--- config.mk ---
export PLATFORM = sky130hd
export DESIGN_NAME = audio_stream_out
export DESIGN_NICKNAME = d
export VERILOG_FILES = /design/src/rtl/aso_pkg.sv /design/src/rtl/aso_clkgen.sv /design/src/rtl/aso_dma.sv /design/src/rtl/aso_shifter.sv /design/src/rtl/audio_stream_out.sv
export SDC_FILE = /design/constraint.sdc
export NUM_CORES = 1
export LEC_CHECK = 0
export BUFFER_PORTS_ARGS = -buffer_cell sky130_fd_sc_hd__buf_2
export CORE_AREA = 2 2 173 175
export DETAILED_ROUTE_END_ITERATION = 12
export DIE_AREA = 0 0 175 177
export PLACE_DENSITY = 0.57
export SLEW_MARGIN = 30
export SYNTH_ARGS = -nofsm -noshare
export SYNTH_HDL_FRONTEND = slang
export SYNTH_HIERARCHICAL = 1
export SYNTH_SLANG_ARGS = --single-unit
--- constraint.sdc ---
create_clock -name clk -period 3.96 [get_ports clk]
set_input_delay 0.198 -clock clk [delete_from_list [all_inputs] [get_ports clk]]
set_output_delay 0.198 -clock clk [all_outputs]
set_load 0.02 [all_outputs]
--- src/rtl/aso_pkg.sv ---
package aso_pkg;

    typedef enum logic [1:0] {
        F_IDLE,
        F_REQ,
        F_HOLD
    } fetch_state_t;

    typedef enum logic [1:0] {
        S_IDLE,
        S_ARM,
        S_SHIFT
    } shift_state_t;

    localparam logic [2:0] RSEL_ADDR = 3'd0;
    localparam logic [2:0] RSEL_LEN  = 3'd1;
    localparam logic [2:0] RSEL_CTRL = 3'd2;
    localparam logic [2:0] RSEL_STAT = 3'd3;
    localparam logic [2:0] RSEL_PER  = 3'd4;
    localparam logic [2:0] RSEL_BCK  = 3'd5;

endpackage

--- src/rtl/aso_clkgen.sv ---
module aso_clkgen #(
    parameter int PER_W  = 14,
    parameter int HALF_W = 4
) (
    input  logic              clk,
    input  logic              rst,
    input  logic [PER_W-1:0]  period,
    input  logic [HALF_W-1:0] half,
    output logic              frame_tick,
    output logic              bclk,
    output logic              bclk_fall
);

    logic [PER_W-1:0]  per_cnt;
    logic [HALF_W-1:0] half_cnt;
    logic              half_wrap;

    assign frame_tick = (per_cnt >= period);
    assign half_wrap  = (half != '0) && (half_cnt >= half);
    assign bclk_fall  = half_wrap && bclk;

    always_ff @(posedge clk) begin
        if (rst) begin
            per_cnt <= '0;
        end else if (frame_tick) begin
            per_cnt <= '0;
        end else begin
            per_cnt <= per_cnt + 1'b1;
        end
    end

    always_ff @(posedge clk) begin
        if (rst) begin
            half_cnt <= '0;
            bclk     <= 1'b0;
        end else if (half == '0) begin
            half_cnt <= '0;
            bclk     <= 1'b0;
        end else if (half_wrap) begin
            half_cnt <= '0;
            bclk     <= ~bclk;
        end else begin
            half_cnt <= half_cnt + 1'b1;
        end
    end

    assert_clk_stop_R8: assert property (@(posedge clk) disable iff (rst)
        (half == '0) |=> !bclk);

    assert_fall_only_high_R8: assert property (@(posedge clk) disable iff (rst)
        bclk_fall |=> !bclk);

endmodule

--- src/rtl/aso_dma.sv ---
module aso_dma
    import aso_pkg::*;
#(
    parameter int ADDR_W   = 24,
    parameter int LEN_W    = 18,
    parameter int SAMPLE_W = 32
) (
    input  logic                clk,
    input  logic                rst,
    input  logic                dma_en,
    input  logic                addr_wr,
    input  logic [ADDR_W-1:0]   addr_in,
    input  logic                len_wr,
    input  logic [LEN_W-1:0]    len_in,
    input  logic                frame_tick,
    output logic                mem_req,
    output logic [ADDR_W-1:0]   mem_addr,
    input  logic                mem_ack,
    input  logic [SAMPLE_W-1:0] mem_rdata,
    output logic [SAMPLE_W-1:0] sample,
    output logic                full,
    output logic                busy,
    output logic [ADDR_W-1:0]   cur_addr,
    output logic [LEN_W-1:0]    cur_len
);

    localparam int BYTES = SAMPLE_W / 8;

    fetch_state_t fst, fst_nx;

    logic                held_valid_unused;
    logic [ADDR_W-1:0]   held_addr;
    logic                a_valid, n_valid;
    logic [ADDR_W-1:0]   a_addr, n_addr;
    logic [LEN_W-1:0]    a_len, n_len;
    logic [SAMPLE_W-1:0] word_q;
    logic                ack_fire, last_word, commit, a_after, n_after;

    assign held_valid_unused = 1'b0;
    assign ack_fire  = (fst == F_REQ) && mem_ack;
    assign last_word = ack_fire && (a_len == LEN_W'(BYTES));
    assign commit    = len_wr && (len_in != '0);
    assign a_after   = a_valid && !(last_word && !n_valid);
    assign n_after   = n_valid && !last_word;

    always_comb begin
        fst_nx = fst;
        unique case (fst)
            F_IDLE: if (dma_en && a_valid) fst_nx = F_REQ;
            F_REQ:  if (mem_ack)           fst_nx = F_HOLD;
            F_HOLD: if (frame_tick)        fst_nx = F_IDLE;
            default:                       fst_nx = F_IDLE;
        endcase
    end

    always_ff @(posedge clk) begin
        if (rst) fst <= F_IDLE;
        else     fst <= fst_nx;
    end

    always_ff @(posedge clk) begin
        if (rst) begin
            held_addr <= '0;
            a_valid   <= 1'b0;
            n_valid   <= 1'b0;
            a_addr    <= '0;
            n_addr    <= '0;
            a_len     <= '0;
            n_len     <= '0;
            word_q    <= '0;
        end else begin
            if (addr_wr) held_addr <= addr_in;
            if (ack_fire) begin
                word_q <= mem_rdata;
                if (last_word) begin
                    a_valid <= n_valid;
                    a_addr  <= n_addr;
                    a_len   <= n_len;
                    n_valid <= 1'b0;
                end else begin
                    a_addr <= a_addr + ADDR_W'(BYTES);
                    a_len  <= a_len - LEN_W'(BYTES);
                end
            end
            if (commit) begin
                if (!a_after) begin
                    a_valid <= 1'b1;
                    a_addr  <= held_addr;
                    a_len   <= len_in;
                end else if (!n_after) begin
                    n_valid <= 1'b1;
                    n_addr  <= held_addr;
                    n_len   <= len_in;
                end
            end
        end
    end

    always_comb begin
        mem_req  = (fst == F_REQ);
        mem_addr = a_addr;
        sample   = word_q;
        full     = a_valid && n_valid;
        busy     = a_valid && dma_en;
        cur_addr = a_valid ? a_addr : held_addr;
        cur_len  = a_valid ? a_len : '0;
    end

    assert_req_held_R11: assert property (@(posedge clk) disable iff (rst)
        (mem_req && !mem_ack) |=> mem_req);

    assert_addr_stable_R11: assert property (@(posedge clk) disable iff (rst)
        (mem_req && !mem_ack) |=> $stable(mem_addr));

    assert_req_needs_enable_R4: assert property (@(posedge clk) disable iff (rst)
        $rose(mem_req) |-> dma_en);

    assert_drop_when_full_R3: assert property (@(posedge clk) disable iff (rst)
        (full && commit && !ack_fire) |=> (n_addr == $past(n_addr) && n_len == $past(n_len)));

endmodule

--- src/rtl/aso_shifter.sv ---
module aso_shifter
    import aso_pkg::*;
#(
    parameter int W = 32
) (
    input  logic         clk,
    input  logic         rst,
    input  logic         frame_tick,
    input  logic         bclk_fall,
    input  logic [W-1:0] sample,
    output logic         sdata,
    output logic         ws
);

    localparam int CNT_W = $clog2(W);

    shift_state_t st, st_nx;
    logic [W-1:0]     pend, shreg;
    logic [CNT_W-1:0] cnt;

    always_comb begin
        st_nx = st;
        unique case (st)
            S_IDLE:  if (frame_tick) st_nx = S_ARM;
            S_ARM:   if (frame_tick) st_nx = S_ARM;
                     else if (bclk_fall) st_nx = S_SHIFT;
            S_SHIFT: if (frame_tick) st_nx = S_ARM;
                     else if (bclk_fall && cnt == CNT_W'(W-1)) st_nx = S_IDLE;
            default: st_nx = S_IDLE;
        endcase
    end

    always_ff @(posedge clk) begin
        if (rst) st <= S_IDLE;
        else     st <= st_nx;
    end

    always_ff @(posedge clk) begin
        if (rst) begin
            pend  <= '0;
            shreg <= '0;
            cnt   <= '0;
        end else begin
            if (frame_tick) pend <= sample;
            if (!frame_tick && bclk_fall) begin
                if (st == S_ARM) begin
                    shreg <= pend;
                    cnt   <= '0;
                end else if (st == S_SHIFT && cnt != CNT_W'(W-1)) begin
                    shreg <= shreg << 1;
                    cnt   <= cnt + 1'b1;
                end
            end
        end
    end

    always_comb begin
        sdata = shreg[W-1];
        ws    = (st == S_SHIFT) ? (cnt >= CNT_W'(W/2)) : 1'b1;
    end

    assert_ws_mid_frame_R9: assert property (@(posedge clk) disable iff (rst)
        ($rose(ws) && st == S_SHIFT) |-> (cnt == CNT_W'(W/2)));

    assert_shift_starts_left_R9: assert property (@(posedge clk) disable iff (rst)
        (st == S_ARM && bclk_fall && !frame_tick) |=> !ws);

endmodule

--- src/rtl/audio_stream_out.sv ---
module audio_stream_out
    import aso_pkg::*;
#(
    parameter int ADDR_W   = 24,
    parameter int LEN_W    = 18,
    parameter int PER_W    = 14,
    parameter int HALF_W   = 4,
    parameter int SAMPLE_W = 32
) (
    input  logic                clk,
    input  logic                rst,
    input  logic                reg_wr,
    input  logic [2:0]          reg_sel,
    input  logic [31:0]         reg_wdata,
    output logic [31:0]         reg_rdata,
    output logic                mem_req,
    output logic [ADDR_W-1:0]   mem_addr,
    input  logic                mem_ack,
    input  logic [SAMPLE_W-1:0] mem_rdata,
    output logic                aud_bclk,
    output logic                aud_ws,
    output logic                aud_sdata,
    output logic                irq
);

    logic                ctrl_en;
    logic [PER_W-1:0]    period_q;
    logic [HALF_W-1:0]   half_q;
    logic                full, busy, full_d;
    logic [ADDR_W-1:0]   cur_addr, addr_aligned;
    logic [LEN_W-1:0]    cur_len, len_aligned;
    logic [SAMPLE_W-1:0] sample;
    logic                frame_tick, bclk_fall;
    logic                wr_addr, wr_len, wr_stat;
    logic                unused_wbits;

    assign addr_aligned = {reg_wdata[ADDR_W-1:3], 3'b000};
    assign len_aligned  = {reg_wdata[LEN_W-1:3], 3'b000};
    assign wr_addr      = reg_wr && (reg_sel == RSEL_ADDR);
    assign wr_len       = reg_wr && (reg_sel == RSEL_LEN);
    assign wr_stat      = reg_wr && (reg_sel == RSEL_STAT);
    assign unused_wbits = ^{reg_wdata[31:ADDR_W], reg_wdata[2:0]};

    always_ff @(posedge clk) begin
        if (rst) begin
            ctrl_en  <= 1'b0;
            period_q <= '1;
            half_q   <= '1;
            full_d   <= 1'b0;
            irq      <= 1'b0;
        end else begin
            if (reg_wr && reg_sel == RSEL_CTRL) ctrl_en  <= reg_wdata[0];
            if (reg_wr && reg_sel == RSEL_PER)  period_q <= reg_wdata[PER_W-1:0];
            if (reg_wr && reg_sel == RSEL_BCK)  half_q   <= reg_wdata[HALF_W-1:0];
            full_d <= full;
            if (full_d && !full) irq <= 1'b1;
            else if (wr_stat)    irq <= 1'b0;
        end
    end

    always_comb begin
        case (reg_sel)
            RSEL_ADDR: reg_rdata = 32'(cur_addr);
            RSEL_LEN:  reg_rdata = 32'(cur_len);
            RSEL_CTRL: reg_rdata = {31'b0, ctrl_en};
            RSEL_STAT: reg_rdata = {full, busy, 29'b0, full};
            RSEL_PER:  reg_rdata = 32'(period_q);
            RSEL_BCK:  reg_rdata = 32'(half_q);
            default:   reg_rdata = '0;
        endcase
    end

    aso_dma #(
        .ADDR_W   (ADDR_W),
        .LEN_W    (LEN_W),
        .SAMPLE_W (SAMPLE_W)
    ) dma_u (
        .clk        (clk),
        .rst        (rst),
        .dma_en     (ctrl_en),
        .addr_wr    (wr_addr),
        .addr_in    (addr_aligned),
        .len_wr     (wr_len),
        .len_in     (len_aligned),
        .frame_tick (frame_tick),
        .mem_req    (mem_req),
        .mem_addr   (mem_addr),
        .mem_ack    (mem_ack),
        .mem_rdata  (mem_rdata),
        .sample     (sample),
        .full       (full),
        .busy       (busy),
        .cur_addr   (cur_addr),
        .cur_len    (cur_len)
    );

    aso_clkgen #(
        .PER_W  (PER_W),
        .HALF_W (HALF_W)
    ) clk_u (
        .clk        (clk),
        .rst        (rst),
        .period     (period_q),
        .half       (half_q),
        .frame_tick (frame_tick),
        .bclk       (aud_bclk),
        .bclk_fall  (bclk_fall)
    );

    aso_shifter #(
        .W (SAMPLE_W)
    ) shf_u (
        .clk        (clk),
        .rst        (rst),
        .frame_tick (frame_tick),
        .bclk_fall  (bclk_fall),
        .sample     (sample),
        .sdata      (aud_sdata),
        .ws         (aud_ws)
    );

    assert_irq_on_full_fall_R6: assert property (@(posedge clk) disable iff (rst)
        $fell(full) |=> irq);

    assert_irq_clear_R6: assert property (@(posedge clk) disable iff (rst)
        (wr_stat && !$fell(full)) |=> !irq);

    assert_busy_needs_enable_R5: assert property (@(posedge clk) disable iff (rst)
        busy |-> ctrl_en);

endmodule

* After elaboration in Yosys (flattened, before gate mapping)
Cells that the tools add are included.
** Operators by class
- Add/sub/neg operators :: 5
- Magnitude comparators :: 3
- Equality and inequality tests :: 18
- Muxes and demuxes :: 37
- Bitwise logic cells :: 2
- Reductions and logical operators :: 40
** Operators with widths (number)
- $pmux W32 S6 :: 1
- $mux W24 :: 5
- $mux W18 :: 5
- $mux W32 :: 2
- $add A24 B3 Y24 const B :: 1
- $logic_and A1 B1 Y1 :: 20
- $eq A18 B3 Y1 const B :: 1
- $reduce_bool A18 Y1 :: 1
- $sub A18 B3 Y18 const B :: 1
- $mux W2 :: 8
- $add A14 B1 Y14 const B :: 1
- $ge A14 B14 Y1 :: 1
- $mux W1 :: 12
- $pmux W2 S3 :: 2
- $mux W5 :: 2
- $reduce_and A3 Y1 :: 3
- $eq A3 B2 Y1 const B :: 2
- $eq A3 B3 Y1 const B :: 2
- $ne A2 B1 Y1 const B :: 3
- $ne A3 B1 Y1 const B :: 2
- $add A5 B1 Y5 const B :: 1
- $eq A5 B5 Y1 const B :: 1
- $ge A5 B5 Y1 const B :: 1
- $logic_not A1 Y1 :: 5
- 16 further kinds :: 22
** Word-level totals
- Register bits after elaboration :: 246
- Bits of input ports :: 71
- Output and inout bits :: 61
- Logic and storage cells :: 126

* Depth between registers and ports, before layout
- Word-level depth :: 8
- Gate-level depth with buffers :: 13
- Depth with buffers taken out :: 10

* By module
The synthesis kept the hierarchy.
** By module, submodules not included
- aso_dma :: instances 1, cells an instance 863, area each 6835.3 um^2, sequential area each 2882.8 um^2
- aso_shifter :: instances 1, cells an instance 285, area each 2916.5 um^2, sequential area each 1421.4 um^2
- audio_stream_out :: instances 1, cells an instance 159, area each 1405.1 um^2, sequential area each 420.4 um^2
- aso_clkgen :: instances 1, cells an instance 143, area each 1199.9 um^2, sequential area each 380.4 um^2

* Least setup slack after synthesis
No wires, ideal clock.
- Path type :: register to register
- From :: register period_q[4]
- To :: register shf_u.cnt[3]
- Setup time :: 0.074 ns
- Arrival :: 2.462 ns
- Data required time :: 3.886 ns
- Path slack :: 1.423 ns
- Cell stages (with the launch flop) :: 11
- Path buffers :: 1
- Period minus slack after synthesis :: 2.537 ns
- Cell sequence :: dfxtp_1 -> inv_1 -> ha_1 -> a21oi_1 -> a21boi_0 -> o311a_1 -> a211o_2 -> buf_2 -> nand2b_1 -> or4_1 -> a31oi_1
** Between the ends
- Longest elaborated chain between the ends :: 4
** RTL lines
- from (decl) :: RTL line audio_stream_out.sv:27 : logic [PER_W-1:0] period_q;
- from (signal assigned) :: RTL line audio_stream_out.sv:53 : if (reg_wr && reg_sel == RSEL_PER) period_q <= reg_wdata[PER_W-1:0];
- $ge A14 B14 Y1 :: RTL line aso_clkgen.sv:18 : assign frame_tick = (per_cnt >= period);
- named net frame_tick :: RTL line audio_stream_out.sv:33 : logic frame_tick, bclk_fall;
- $logic_not A1 Y1 :: RTL line aso_shifter.sv:45 : if (!frame_tick && bclk_fall) begin
- $logic_and A1 B1 Y1 :: RTL line aso_shifter.sv:45
- $reduce_and A2 Y1 (no line)
- to (signal assigned) :: RTL line aso_shifter.sv:51 : cnt <= cnt + 1'b1;
- to (decl) :: RTL line aso_shifter.sv:19 : logic [CNT_W-1:0] cnt;
The timed path passes the listed nets, and every way through them passes these cells.
A chain may end at the register's enable or synchronous reset.

* Worst setup path after layout
Same ends and word-level chain as after synthesis.

==> reports/metrics.cfg <==
[run_status]
outcome = finished clean

[clock_network]
cts_resized = 0
cts-hold-fix-buffers = 56
clock_path_buffers = 3
cts_made_buffers = 29
clockRootBuffer = clkbuf_16
cts_tree = yes
cts_setup_buffers = 0
htreeDepth = 1
clkTransAtPathRegs_ns = 0.06
cts_sinks = 255
clock_latency_ns = 0.56

[worst_setup_path]
arrival_ns = 3.50
r2r-start = period_q[4]$_SDFFE_PP1P_
crit_start = period_q[4]$_SDFFE_PP1P_
reg2regPathDepth = 10
critPathKind = reg -> reg
worst_ep_required_time_ns = 4.43
r2r_setup_slack_ns = 0.93
crit_fanout = 37
regToRegEndpoint = shf_u/cnt[3]$_SDFFE_PP0P_
crit_path_end_kind = flip-flop
startpoint_type = flip-flop

[power_and_ir_drop]
power_mw = 5.923
clkPwrFrac_pct = 48.7
switching_share_pct = 23.24
p_sw_mw = 1.377
peakVddDrop_mv = 0.3416
combPwrFrac_pct = 6.8
p_int_mw = 4.546
p_leak_nw = 5.570
cellPowerDensity_nw_per_um2 = 400.3
p_seq_share_pct = 44.5

[drt]
drtIter0Drc = 733
vias_per_cell = 5.394
dr_total_vias = 10766
ant_nets = 0
wirelength_um = 34380
drc = 0
wl_per_cell_um = 17.22
drtPass1Iterations = 5

[sta]
rsz0062_at_grt = false
layout_setup_ws_ns = 0.9274
hold_viol = 0
hold_slack_ns = 0.05592
tightest_slew_ns = 0.8918
slew_viol_final = 0
finalCritPeriodShare_pct = 76.58
setup-tns-final_ns = 0
setup_viol = 0
slew_headroom_pct = 40.55
layout_min_cycle_time_ns = 3.033
skew_ns = 0.01314
max_freq_ghz = 0.3298

[floorplanning]
die_h_um = 177
dieArea_sq_um = 30980
start_util_pct = 42.25
rows = 63
core_area_sq_um = 29240
ios = 132
die_w_um = 175

[placement]
place_ws_ns = 0.9470
port-buffer-count = 117
placedCellCount = 1886
dpl-instance-area_sq_um = 13190
dp_hpwl_um = 22460
gp_congestion = 0.8677

[synthesis]
synth_warnings = 6
seq_area_frac_synth_pct = 41.31
async_flop_share_pct = 0
synth_ff_type = dfxtp_1
syn_avg_cell_area_sq_um = 8.522
synth_edf_count = 0
ys_types = 75
synth_top_area_share_pct = 41.31
yosysTopAreaCell = dfxtp_1
netlist_top_cells_area = dfxtp_1, mux2i_1, nand2_1
synth-seq-cells = 255
syn_area_sq_um = 12360
syn_inst = 1450

[global_routing]
grt_overflow = 0
grt_pass1_vias = 10024
grt_pass1_wl_um = 54790
grt_max_degree = 105
grt_util_all_layers_pct = 21.81
antenna_found_initial = 1

[hold_path]
hold_start = mem_ack
holdPathEnd = dma_u/fst[0]$_SDFFE_PP0P_
hold_path_class = in -> reg
hold_path_depth = 4

[finish]
stdcell_area_sq_um = 14800
postLayoutCoreUtil_pct = 50.60
area_growth_pct = 19.74
fillers = 2805
stdcell_count = 1996
antenna_cells = 0
layout.nets = 1679
drive_above_1_share_pct = 15.88

[run]
maxCapViolCount = 0

cell families after synthesis:
logic type	count (synthesis)	synth area share, %
buffers and inverters	147	5.670
xor gates and xnor gates	19	1.347
AOI/OAI and AO/OA	306	16.44
other	1	0.03035
muxes	137	11.68
adders and majority gates	25	2.531
and+or+nand+nor	560	20.98
DFF	255	41.31
flip-flops by register name, summed over array words and instances (netlist names), 14 cells and up:
signal / flops
shf_u/pend: 32
dma_u/sample: 32
dma_u/held_addr: 24
shf_u/shreg: 32
clk_u/per_cnt: 14
dma_u/mem_addr: 24
dma_u/n_len: 18
dma_u/a_len: 18
dma_u/n_addr: 24
period_q: 14
worst max-delay path by stage:
stage | cells after the start | to
2_1_floorplan | 10 | shf_u/cnt[3]$_SDFFE_PP0P_
3_3_place_gp | 10 | shf_u/cnt[3]$_SDFFE_PP0P_
3_5_place_dp | 10 | shf_u/cnt[3]$_SDFFE_PP0P_
4_1_cts | 5 | reg_rdata[1]
5_1_grt | 11 | shf_u/shreg[17]$_SDFFE_PP0P_
6_report | 10 | shf_u/cnt[3]$_SDFFE_PP0P_
worst max-delay path, stage by stage, from the launching register on:
cell	delay, ns
dfxtp_1	0.35
inv_1	0.06
ha_1	0.32
a21oi_1	0.14
a21boi_0	0.09
o311a_1	0.35
a211o_2	0.31
buf_4	0.33
nand2b_1	0.28
or4_1	0.52
a31oi_1	0.16
cell usage after synthesis, drive strengths merged, types with 24 or more instances:
library cell / number
a211oi: 49
a21oi: 123
and2: 29
buf: 57
clkbuf: 57
dfxtp: 255
ha: 25
inv: 33
mux2: 28
mux2i: 106
nand2: 197
nand3: 28
nor2: 174
nor2b: 24
nor3: 25
o21ai: 31
power groups by stage:
stage / Combinational, mW / Sequential, mW / Clock (mW)
floorplan: 0.233 / 2.68 / 0
global placement: 0.355 / 2.69 / 0
detailed placement: 0.359 / 2.69 / 0
CTS: 0.401 / 2.63 / 2.95
global route: 0.438 / 2.64 / 3.06
finish: 0.403 / 2.63 / 2.89
cells in the final DEF, fill, tap and decap left out, types with 29 or more instances in the layout:
master / instances
buf_2: 116
inv_1: 33
a211oi_1: 48
dfxtp_1: 255
mux2i_1: 106
nor2_1: 173
clkbuf_16: 29
nand2_1: 196
dlygate4sd3_1: 56
a21oi_1: 121
routing by layer:
metal,wire length (um),global-route usage [%],up-vias
met3,1947,3.200,59
met1,16110,30.50,5068
li1,-,-,5356
met4,975,7.083,2
met2,15330,34.62,281
met5,12,0,-
area by class of cell:
cell class / instances / area (sq um) / area share (%)
multi-input cells: 1065 / 6646 / 44.92
flip-flops and latches: 255 / 5105 / 34.50
repair buffers: 199 / 1385 / 9.361
clock buffers: 39 / 863.3 / 5.835
well taps: 390 / 488.0 / 3.298
clock inverters: 15 / 185.2 / 1.251
inverters: 33 / 123.9 / 0.8371
Note: power is estimated with default switching activity, not from simulation.
